[config.mk]
export PLATFORM = sky130hd
export DESIGN_NAME = gpio_mask_bank
export DESIGN_NICKNAME = d
export VERILOG_FILES = /design/src/rtl/gpio_bank_pkg.sv /design/src/rtl/masked_ctrl_group.sv /design/src/rtl/first_sel_regs.sv /design/src/rtl/pad_drive.sv /design/src/rtl/gpio_mask_bank.sv
export SDC_FILE = /design/constraint.sdc
export NUM_CORES = 2
export LEC_CHECK = 0
export ABC_AREA = 1
export BUFFER_PORTS_ARGS = -buffer_cell sky130_fd_sc_hd__buf_2
export CAP_MARGIN = 20
export CORE_AREA = 4 4 421 423
export CTS_CLUSTER_DIAMETER = 80
export CTS_CLUSTER_SIZE = 16
export DETAILED_ROUTE_END_ITERATION = 6
export DIE_AREA = 0 0 425 427
export SYNTH_ARGS = -nofsm -noshare
export SYNTH_HDL_FRONTEND = slang
export SYNTH_SLANG_ARGS = --single-unit
[constraint.sdc]
create_clock -name clk -period 6.4 [get_ports clk]
set_input_delay 1.28 -clock clk [delete_from_list [all_inputs] [get_ports clk]]
set_output_delay 1.28 -clock clk [all_outputs]
set_load 0.05 [all_outputs]
[src/rtl/gpio_bank_pkg.sv]
package gpio_bank_pkg;
  localparam int GRP_W = 3;

  typedef enum logic [GRP_W-1:0] {
    GRP_FIRST  = 3'd0,
    GRP_MASTER = 3'd1,
    GRP_OE     = 3'd2,
    GRP_OUT    = 3'd3,
    GRP_IINV   = 3'd4,
    GRP_OINV   = 3'd5,
    GRP_OD     = 3'd6,
    GRP_INPUT  = 3'd7
  } grp_e;

  localparam int MASKED_LO = 1;
  localparam int MASKED_HI = 6;
endpackage

[src/rtl/masked_ctrl_group.sv]
module masked_ctrl_group #(
  parameter int NUM_PINS = 128,
  parameter int DATA_W   = 32,
  parameter int IDX_W    = 3
) (
  input  logic                clk,
  input  logic                rst,
  input  logic                wr_en,
  input  logic [IDX_W-1:0]    idx,
  input  logic [DATA_W-1:0]   wdata,
  output logic [NUM_PINS-1:0] bits
);
  localparam int CTRL_W = DATA_W / 2;
  localparam int MWORDS = NUM_PINS / CTRL_W;

  logic [CTRL_W-1:0] word_q [MWORDS];
  logic [CTRL_W-1:0] wmask;
  logic [CTRL_W-1:0] wval;

  assign wmask = wdata[DATA_W-1 -: CTRL_W];
  assign wval  = wdata[CTRL_W-1:0];

  for (genvar w = 0; w < MWORDS; w++) begin : g_word
    always_ff @(posedge clk) begin
      if (rst) begin
        word_q[w] <= '0;
      end else if (wr_en && (idx == IDX_W'(w))) begin
        word_q[w] <= (word_q[w] & ~wmask) | (wval & wmask);
      end
    end
    assign bits[w*CTRL_W +: CTRL_W] = word_q[w];
  end
endmodule

[src/rtl/first_sel_regs.sv]
module first_sel_regs #(
  parameter int NUM_PINS = 128,
  parameter int DATA_W   = 32,
  parameter int IDX_W    = 3
) (
  input  logic                clk,
  input  logic                rst,
  input  logic                wr_en,
  input  logic [IDX_W-1:0]    idx,
  input  logic [DATA_W-1:0]   wdata,
  output logic [NUM_PINS-1:0] bits
);
  localparam int PWORDS = NUM_PINS / DATA_W;

  logic [DATA_W-1:0] word_q [PWORDS];

  for (genvar w = 0; w < PWORDS; w++) begin : g_word
    always_ff @(posedge clk) begin
      if (rst) begin
        word_q[w] <= '0;
      end else if (wr_en && (idx == IDX_W'(w))) begin
        word_q[w] <= wdata;
      end
    end
    assign bits[w*DATA_W +: DATA_W] = word_q[w];
  end
endmodule

[src/rtl/pad_drive.sv]
module pad_drive #(
  parameter int NUM_PINS = 128
) (
  input  logic                clk,
  input  logic                rst,
  input  logic [NUM_PINS-1:0] first_bits,
  input  logic [NUM_PINS-1:0] master_bits,
  input  logic [NUM_PINS-1:0] oe_bits,
  input  logic [NUM_PINS-1:0] out_bits,
  input  logic [NUM_PINS-1:0] iinv_bits,
  input  logic [NUM_PINS-1:0] oinv_bits,
  input  logic [NUM_PINS-1:0] od_bits,
  input  logic [NUM_PINS-1:0] fpm_out,
  input  logic [NUM_PINS-1:0] fpm_oe,
  input  logic [NUM_PINS-1:0] iop_out,
  input  logic [NUM_PINS-1:0] iop_oe,
  input  logic [NUM_PINS-1:0] pad_in,
  output logic [NUM_PINS-1:0] pad_out,
  output logic [NUM_PINS-1:0] pad_oe,
  output logic [NUM_PINS-1:0] core_in
);
  logic [NUM_PINS-1:0] nxt_out;
  logic [NUM_PINS-1:0] nxt_oe;

  for (genvar p = 0; p < NUM_PINS; p++) begin : g_pin
    logic src_o;
    logic src_e;
    logic eff;
    always_comb begin
      if (!first_bits[p]) begin
        src_o = fpm_out[p];
        src_e = fpm_oe[p];
      end else if (master_bits[p]) begin
        src_o = out_bits[p];
        src_e = oe_bits[p];
      end else begin
        src_o = iop_out[p];
        src_e = iop_oe[p];
      end
      eff = src_o ^ oinv_bits[p];
      if (od_bits[p]) begin
        nxt_out[p] = 1'b0;
        nxt_oe[p]  = src_e & ~eff;
      end else begin
        nxt_out[p] = eff;
        nxt_oe[p]  = src_e;
      end
    end
  end

  always_ff @(posedge clk) begin
    if (rst) begin
      pad_out <= '0;
      pad_oe  <= '0;
      core_in <= '0;
    end else begin
      pad_out <= nxt_out;
      pad_oe  <= nxt_oe;
      core_in <= pad_in ^ iinv_bits;
    end
  end
endmodule

[src/rtl/gpio_mask_bank.sv]
module gpio_mask_bank
  import gpio_bank_pkg::*;
#(
  parameter int NUM_PINS = 128,
  parameter int DATA_W   = 32,
  localparam int IDX_W   = $clog2(2 * NUM_PINS / DATA_W),
  localparam int ADDR_W  = GRP_W + IDX_W
) (
  input  logic                clk,
  input  logic                rst,
  input  logic                wr_en,
  input  logic                rd_en,
  input  logic [ADDR_W-1:0]   addr,
  input  logic [DATA_W-1:0]   wdata,
  output logic [DATA_W-1:0]   rdata,
  input  logic [NUM_PINS-1:0] fpm_out,
  input  logic [NUM_PINS-1:0] fpm_oe,
  input  logic [NUM_PINS-1:0] iop_out,
  input  logic [NUM_PINS-1:0] iop_oe,
  input  logic [NUM_PINS-1:0] pad_in,
  output logic [NUM_PINS-1:0] pad_out,
  output logic [NUM_PINS-1:0] pad_oe,
  output logic [NUM_PINS-1:0] core_in
);
  localparam int CTRL_W = DATA_W / 2;

  logic [GRP_W-1:0]      grp;
  logic [IDX_W-1:0]      idx;
  logic [NUM_PINS-1:0]   ctrl_bits [0:7];
  logic [NUM_PINS-1:0]   first_bits;
  logic [NUM_PINS-1:0]   master_bits;
  logic [NUM_PINS-1:0]   oe_bits;
  logic [NUM_PINS-1:0]   out_bits;
  logic [NUM_PINS-1:0]   iinv_bits;
  logic [NUM_PINS-1:0]   oinv_bits;
  logic [NUM_PINS-1:0]   od_bits;
  logic [2*NUM_PINS-1:0] first_pad;
  logic [2*NUM_PINS-1:0] in_pad;
  logic [NUM_PINS-1:0]   sel_ctrl;
  logic [DATA_W-1:0]     rd_mux;

  assign grp = addr[ADDR_W-1 -: GRP_W];
  assign idx = addr[IDX_W-1:0];

  first_sel_regs #(.NUM_PINS(NUM_PINS), .DATA_W(DATA_W), .IDX_W(IDX_W)) u_first (
    .clk   (clk),
    .rst   (rst),
    .wr_en (wr_en && (grp == GRP_FIRST)),
    .idx   (idx),
    .wdata (wdata),
    .bits  (first_bits)
  );

  assign ctrl_bits[0] = '0;
  assign ctrl_bits[7] = '0;
  for (genvar g = MASKED_LO; g <= MASKED_HI; g++) begin : g_grp
    masked_ctrl_group #(.NUM_PINS(NUM_PINS), .DATA_W(DATA_W), .IDX_W(IDX_W)) u_grp (
      .clk   (clk),
      .rst   (rst),
      .wr_en (wr_en && (grp == GRP_W'(g))),
      .idx   (idx),
      .wdata (wdata),
      .bits  (ctrl_bits[g])
    );
  end

  assign master_bits = ctrl_bits[int'(GRP_MASTER)];
  assign oe_bits     = ctrl_bits[int'(GRP_OE)];
  assign out_bits    = ctrl_bits[int'(GRP_OUT)];
  assign iinv_bits   = ctrl_bits[int'(GRP_IINV)];
  assign oinv_bits   = ctrl_bits[int'(GRP_OINV)];
  assign od_bits     = ctrl_bits[int'(GRP_OD)];

  pad_drive #(.NUM_PINS(NUM_PINS)) u_pad (
    .clk         (clk),
    .rst         (rst),
    .first_bits  (first_bits),
    .master_bits (master_bits),
    .oe_bits     (oe_bits),
    .out_bits    (out_bits),
    .iinv_bits   (iinv_bits),
    .oinv_bits   (oinv_bits),
    .od_bits     (od_bits),
    .fpm_out     (fpm_out),
    .fpm_oe      (fpm_oe),
    .iop_out     (iop_out),
    .iop_oe      (iop_oe),
    .pad_in      (pad_in),
    .pad_out     (pad_out),
    .pad_oe      (pad_oe),
    .core_in     (core_in)
  );

  // Zero-extended views keep every indexed slice inside the vector.
  assign first_pad = {{NUM_PINS{1'b0}}, first_bits};
  assign in_pad    = {{NUM_PINS{1'b0}}, pad_in ^ iinv_bits};
  assign sel_ctrl  = ctrl_bits[grp];

  always_comb begin
    case (grp)
      GRP_FIRST: rd_mux = first_pad[DATA_W*idx +: DATA_W];
      GRP_INPUT: rd_mux = in_pad[DATA_W*idx +: DATA_W];
      default:   rd_mux = {{CTRL_W{1'b0}}, sel_ctrl[CTRL_W*idx +: CTRL_W]};
    endcase
  end

  always_ff @(posedge clk) begin
    if (rst) begin
      rdata <= '0;
    end else if (rd_en) begin
      rdata <= rd_mux;
    end
  end
endmodule

Word-level counts from Yosys, hierarchy flattened
Memories as Yosys holds them, arrays and structs flattened.
Index checks and enable logic that the tools add are counted.
- input bits: 682
- memories: 7
- output and inout port bits: 416
- word-level logic and storage cells: 1735
- register bits: 416
- RAM bits: 896
- memory list (name ; words ; width ; read ports ; clocked after memory_dff ; wr ports ; line ; RTL):
    g_grp[1].u_grp.word_q ; 8 ; 16 ; 8 ; 0 ; 8 ; masked_ctrl_group.sv:16 ; logic [CTRL_W-1:0] word_q [MWORDS];
    g_grp[2].u_grp.word_q ; 8 ; 16 ; 8 ; 0 ; 8 ; masked_ctrl_group.sv:16 ;
    g_grp[3].u_grp.word_q ; 8 ; 16 ; 8 ; 0 ; 8 ; masked_ctrl_group.sv:16 ;
    g_grp[4].u_grp.word_q ; 8 ; 16 ; 8 ; 0 ; 8 ; masked_ctrl_group.sv:16 ;
    g_grp[5].u_grp.word_q ; 8 ; 16 ; 8 ; 0 ; 8 ; masked_ctrl_group.sv:16 ;
    g_grp[6].u_grp.word_q ; 8 ; 16 ; 8 ; 0 ; 8 ; masked_ctrl_group.sv:16 ;
    1 more memories ; -- ; -- ; -- ; -- ; -- ; -- ;
- bitwise gates (word level): 536
- muxes and demuxes: 854
- magnitude comparators: 1
- reduce and logical (&&, ||, !) cells: 189
- eq/ne operators: 14
- shifts and indexed selects: 3
- operators with widths (cell ; number):
    two-way mux 1 bit ; 798
    bitwise AND 16 bit ; 49
    two-way mux 16 bit ; 48
    OR 16 bit ; 48
    variable part select 256 x 9 -> 32 bit ; 2
    binary-select mux 128 bit (select 3 bit) ; 1
    two-way mux 128 bit ; 2
    OR reduction 2 bit ; 128
    bitwise AND 1 bit ; 128
    two-way mux 32 bit ; 4
    inverter 1 bit ; 128
    variable part select 128 x 8 -> 16 bit ; 1
    bitwise XOR 1 bit ; 128
    bitwise XOR 128 bit ; 1
    one-hot mux 32 bit (2 select lines) ; 1
    logical AND 1 bit ; 59
    OR 1 bit ; 52
    == test 3 bit (second input constant) ; 8
    inverter 16 bit ; 1
    == test 3 x 2 -> 1 bit (second input constant) ; 4
    == test 3 x 1 -> 1 bit (second input constant) ; 2
    zero test 3 bit ; 2
    >= comparator 4 bit (second input constant) ; 1
    inverter 3 -> 4 bit ; 1

Depth between registers and ports, before layout
- depth in word-level cells: 7
- gate-level depth with buffers: 16
- depth with buffers taken out: 13

Hierarchy
A second synthesis with hierarchy kept.
- cells, all modules: 11737
- area total of the unflattened synthesis: 80646.1 µm²
- by module, submodules not included (module ; cells an instance ; sequential area each (µm²) ; area an instance (µm²) ; times used):
    masked_ctrl_group ; 732 ; 3843.7 ; 6291.0 ; 6
    pad_drive ; 3883 ; 7687.4 ; 23655.2 ; 1
    gpio_mask_bank ; 3140 ; 640.6 ; 14438.8 ; 1
    first_sel_regs ; 322 ; 3843.7 ; 4805.9 ; 1

Worst setup path after synthesis
No wires, ideal clock.
- path kind: input -> register
- from: input port rst
- to: memory u_first.word_q[2][0] (netlist: u_first.word_q[1][0]) (enable)
- stages on the path: 6
- library setup time: 478 ps
- data arrival time: 2794 ps
- setup slack: 3129 ps
- required time: 5922 ps
- path buffers: 4
- cells stage by stage: clkbuf_1 -> inv_1 -> buf_2 -> clkbuf_1 -> clkbuf_1 -> nand2_1
- RTL lines (element ; line ; RTL):
    start, declared ; gpio_mask_bank.sv:10 ; input logic rst,
    end, declared ; first_sel_regs.sv:15 ; logic [DATA_W-1:0] word_q [PWORDS];

==> impl_metrics.env <==
export IMPL_ctsHoldBuffers=0
export IMPL_outcome="finished with violations"
export IMPL_tns_ns=0
export IMPL_crit_path_max_fanout=72
export IMPL_seq_power_share_pct=48.9
export IMPL_cts_resized_gates=0
export IMPL_synthDistinctLibCells=29
export IMPL_fin_crit_ns=4.40
export IMPL_yosys_warnings=0
export IMPL_maxCapViolCount=0
export IMPL_path_class="input pin to flop"
export IMPL_die_w_um=425
export IMPL_utilization_pct=44.8
export IMPL_grt_pass1_wl_um=512000
export IMPL_synth_seq_cells=1312
export IMPL_violations="design-rule violations"
export IMPL_port_buffers=1097
export IMPL_vdd_drop_max_mv=0.200
export IMPL_cts_buffers=102
export IMPL_seq_area_um2=35200
export IMPL_cts_tree="done"
export IMPL_tightest_slew_ns=1.24
export IMPL_clock_latency_ns=0.79
export IMPL_placementRows=153
export IMPL_syn2layout_area_growth_pct=16.2
export IMPL_slew_headroom_pct=17.2
export IMPL_core_um2=173000
export IMPL_swShare_pct=33.0
export IMPL_finalSetupViolCount=0
export IMPL_finalWeightedCongestion=1.00
export IMPL_power_density_nw_per_um2=261
export IMPL_p_int_mw=13.6
export IMPL_yosysSeqAreaShare_pct=52.7
export IMPL_grt_pass1_vias=62200
export IMPL_p_clk_share_pct=33.5
export IMPL_clkSinkCount=1312
export IMPL_worstPathRequired_ns=6.99
export IMPL_hp_class="flop to flop"
export IMPL_vias_per_cell=5.85
export IMPL_cts_setup_buffers=0
export IMPL_switching_power_mw=6.70
export IMPL_fin_skew_ns=0.0389
export IMPL_cts_buffer_depth=3
export IMPL_synth_fp_nets=9114
export IMPL_rsz0062_at_grt="false"
export IMPL_final_nets=9932
export IMPL_fmax_ghz=0.227
export IMPL_dp_hpwl_um=281000
export IMPL_grt_use_total_pct=40.6
export IMPL_crit_path_start_kind="input pin"
export IMPL_fin_crit_sh_pct=68.8
export IMPL_root_buffer="clkbuf_16"
export IMPL_grt_overflow_total=0
export IMPL_start_util_pct=38.5
export IMPL_cts_max_level=3
export IMPL_first_pass_iters=7
export IMPL_antenna_found_initial=60
export IMPL_multi_input_area_um2=26500
export IMPL_p_leak_nw=34.5
export IMPL_dieArea_um2=181000
export IMPL_endpoint_kind="flop"
export IMPL_grt_max_degree=124
export IMPL_syn_inst=8432
export IMPL_io_pins=1098
export IMPL_synth_area_um2=66800
export IMPL_clkSlewWorstSetupHoldPaths_ns=0.08
export IMPL_whs_ns=0.466
export IMPL_drcViolationCount=2
export IMPL_wl_um=386000
export IMPL_avgSynthCellArea_um2=7.92
export IMPL_antenna_left=0
export IMPL_wl_per_cell_um=33.0
export IMPL_worstPathArrival_ns=4.99
export IMPL_p_comb_share_pct=17.6
export IMPL_hold_viol=0
export IMPL_die_h_um=427
export IMPL_drt_iter0_drc=10700
export IMPL_finalMaxSlewViolations=0
export IMPL_fill_cells=17700
export IMPL_drive_above_1_share_pct=15.5
export IMPL_num_vias=68400
## metal layers
metal / vias to the layer above / global-route usage (%) / routed length (um)
met3: 1094 / 11.1 / 48300
met2: 5281 / 62.1 / 168000
met4: 30 / 29.3 / 33900
met5: - / 0.753 / 379
met1: 32700 / 49.2 / 136000
li1: 29300 / - / -
## registers in the layout, indices dropped and copies added, names as in the netlist
name / cells
u_pad.pad_oe: 128
u_pad.core_in: 128
u_pad.pad_out: 128
u_first.word_q: 128
rdata: 32
g_grp.u_grp.word_q: 768
## final cells by class
cell class	instances	share of cell area, %
inverters	804	3.93
clock buffers	159	3.87
clock inverters	33	0.368
well taps	2325	3.75
flip-flops and latches	1312	45.4
multi-input cells	5815	34.1
diodes	35	0.113
repair buffers	1215	8.43
## path summary, 6_finish.rpt
| check | from | endpoint | slack, ns | cells after the start |
|---|---|---|---|---|
| worst max-delay path | addr[3] | g_grp[6].u_grp.word_q[0][59] | 2.00 | 6 |
| worst min-delay path | rdata[29] | rdata[29] | 0.47 | 2 |
| worst max register to register | g_grp[4].u_grp.word_q[1][63] | rdata[31] | 4.04 | 5 |
| worst min register to register | rdata[29] | rdata[29] | 0.47 | 2 |
## cell usage after synthesis (all sizes together)
cell     instances  share of area [%]
edfxtp         896                 40
clkinv          18               0.10
o21ai          529                4.0
nor3             4              0.030
a22oi            5              0.056
buf            191                1.5
o22ai           74               0.69
xor2           109                1.4
a21oi          974                7.3
inv            786                4.4
o2111ai         11               0.14
nand2         1571                8.8
clkbuf         310                1.7
nand4           44               0.41
xnor2          135                1.8
nor2          1685                9.6
nand3          630                4.8
o211ai          44               0.49
dfxtp          416                 12
## logic make-up after synthesis
group | share of synthesized area (%)
xor gates and xnor gates | 3.20
DFF | 52.7
buffers and inverters | 7.73
AOI/OAI and AO/OA | 12.6
and+or+nand+nor | 23.7
## per-stage QoR
step / std cells / cell area (um^2) / total power [mW] / setup WS, ns
2_1_floorplan: 8432 / 66800 / 11.9 / 3.13
3_3_place_gp: 11500 / 74100 / 13.5 / 1.59
5_1_grt: 11700 / 77600 / 20.8 / 1.94
4_1_cts: 11700 / 77500 / 20.2 / 2.32
3_5_place_dp: 11500 / 74200 / 13.5 / 1.49
6_report: 11700 / 77600 / 20.3 / 2.00
## cell usage in the layout, fill, tap and decap left out, drive strengths merged
cell type	Yosys	final
dfxtp	416	416
o21ai	529	529
edfxtp	896	896
nor2	1685	1685
nand3	630	630
a21oi	974	974
o2111ai	11	11
nand2	1571	1571
xor2	109	109
inv	786	810
o211ai	44	44
xnor2	135	135
clkbuf	310	162
a22oi	5	5
clkinv	18	27
nor3	4	4
o22ai	74	74
nand4	44	44
buf	191	1212
diode	0	35
## power groups by stage
stage	registers, mW	logic, mW	clock network [mW]
floorplan	10.5	1.41	0
global placement	10.1	3.45	0
detailed placement	10.1	3.46	0
CTS	9.89	3.47	6.79
global route	9.93	3.71	7.12
finish	9.92	3.58	6.79
## worst max-delay path, stage by stage
cell and delay [ns]:
buf_8 0.23, inv_8 0.51, nand2_2 0.72, nor2_2 1.00, nand3_1 0.88, nor2_1 0.29
Power figures use the tool's default switching activity.
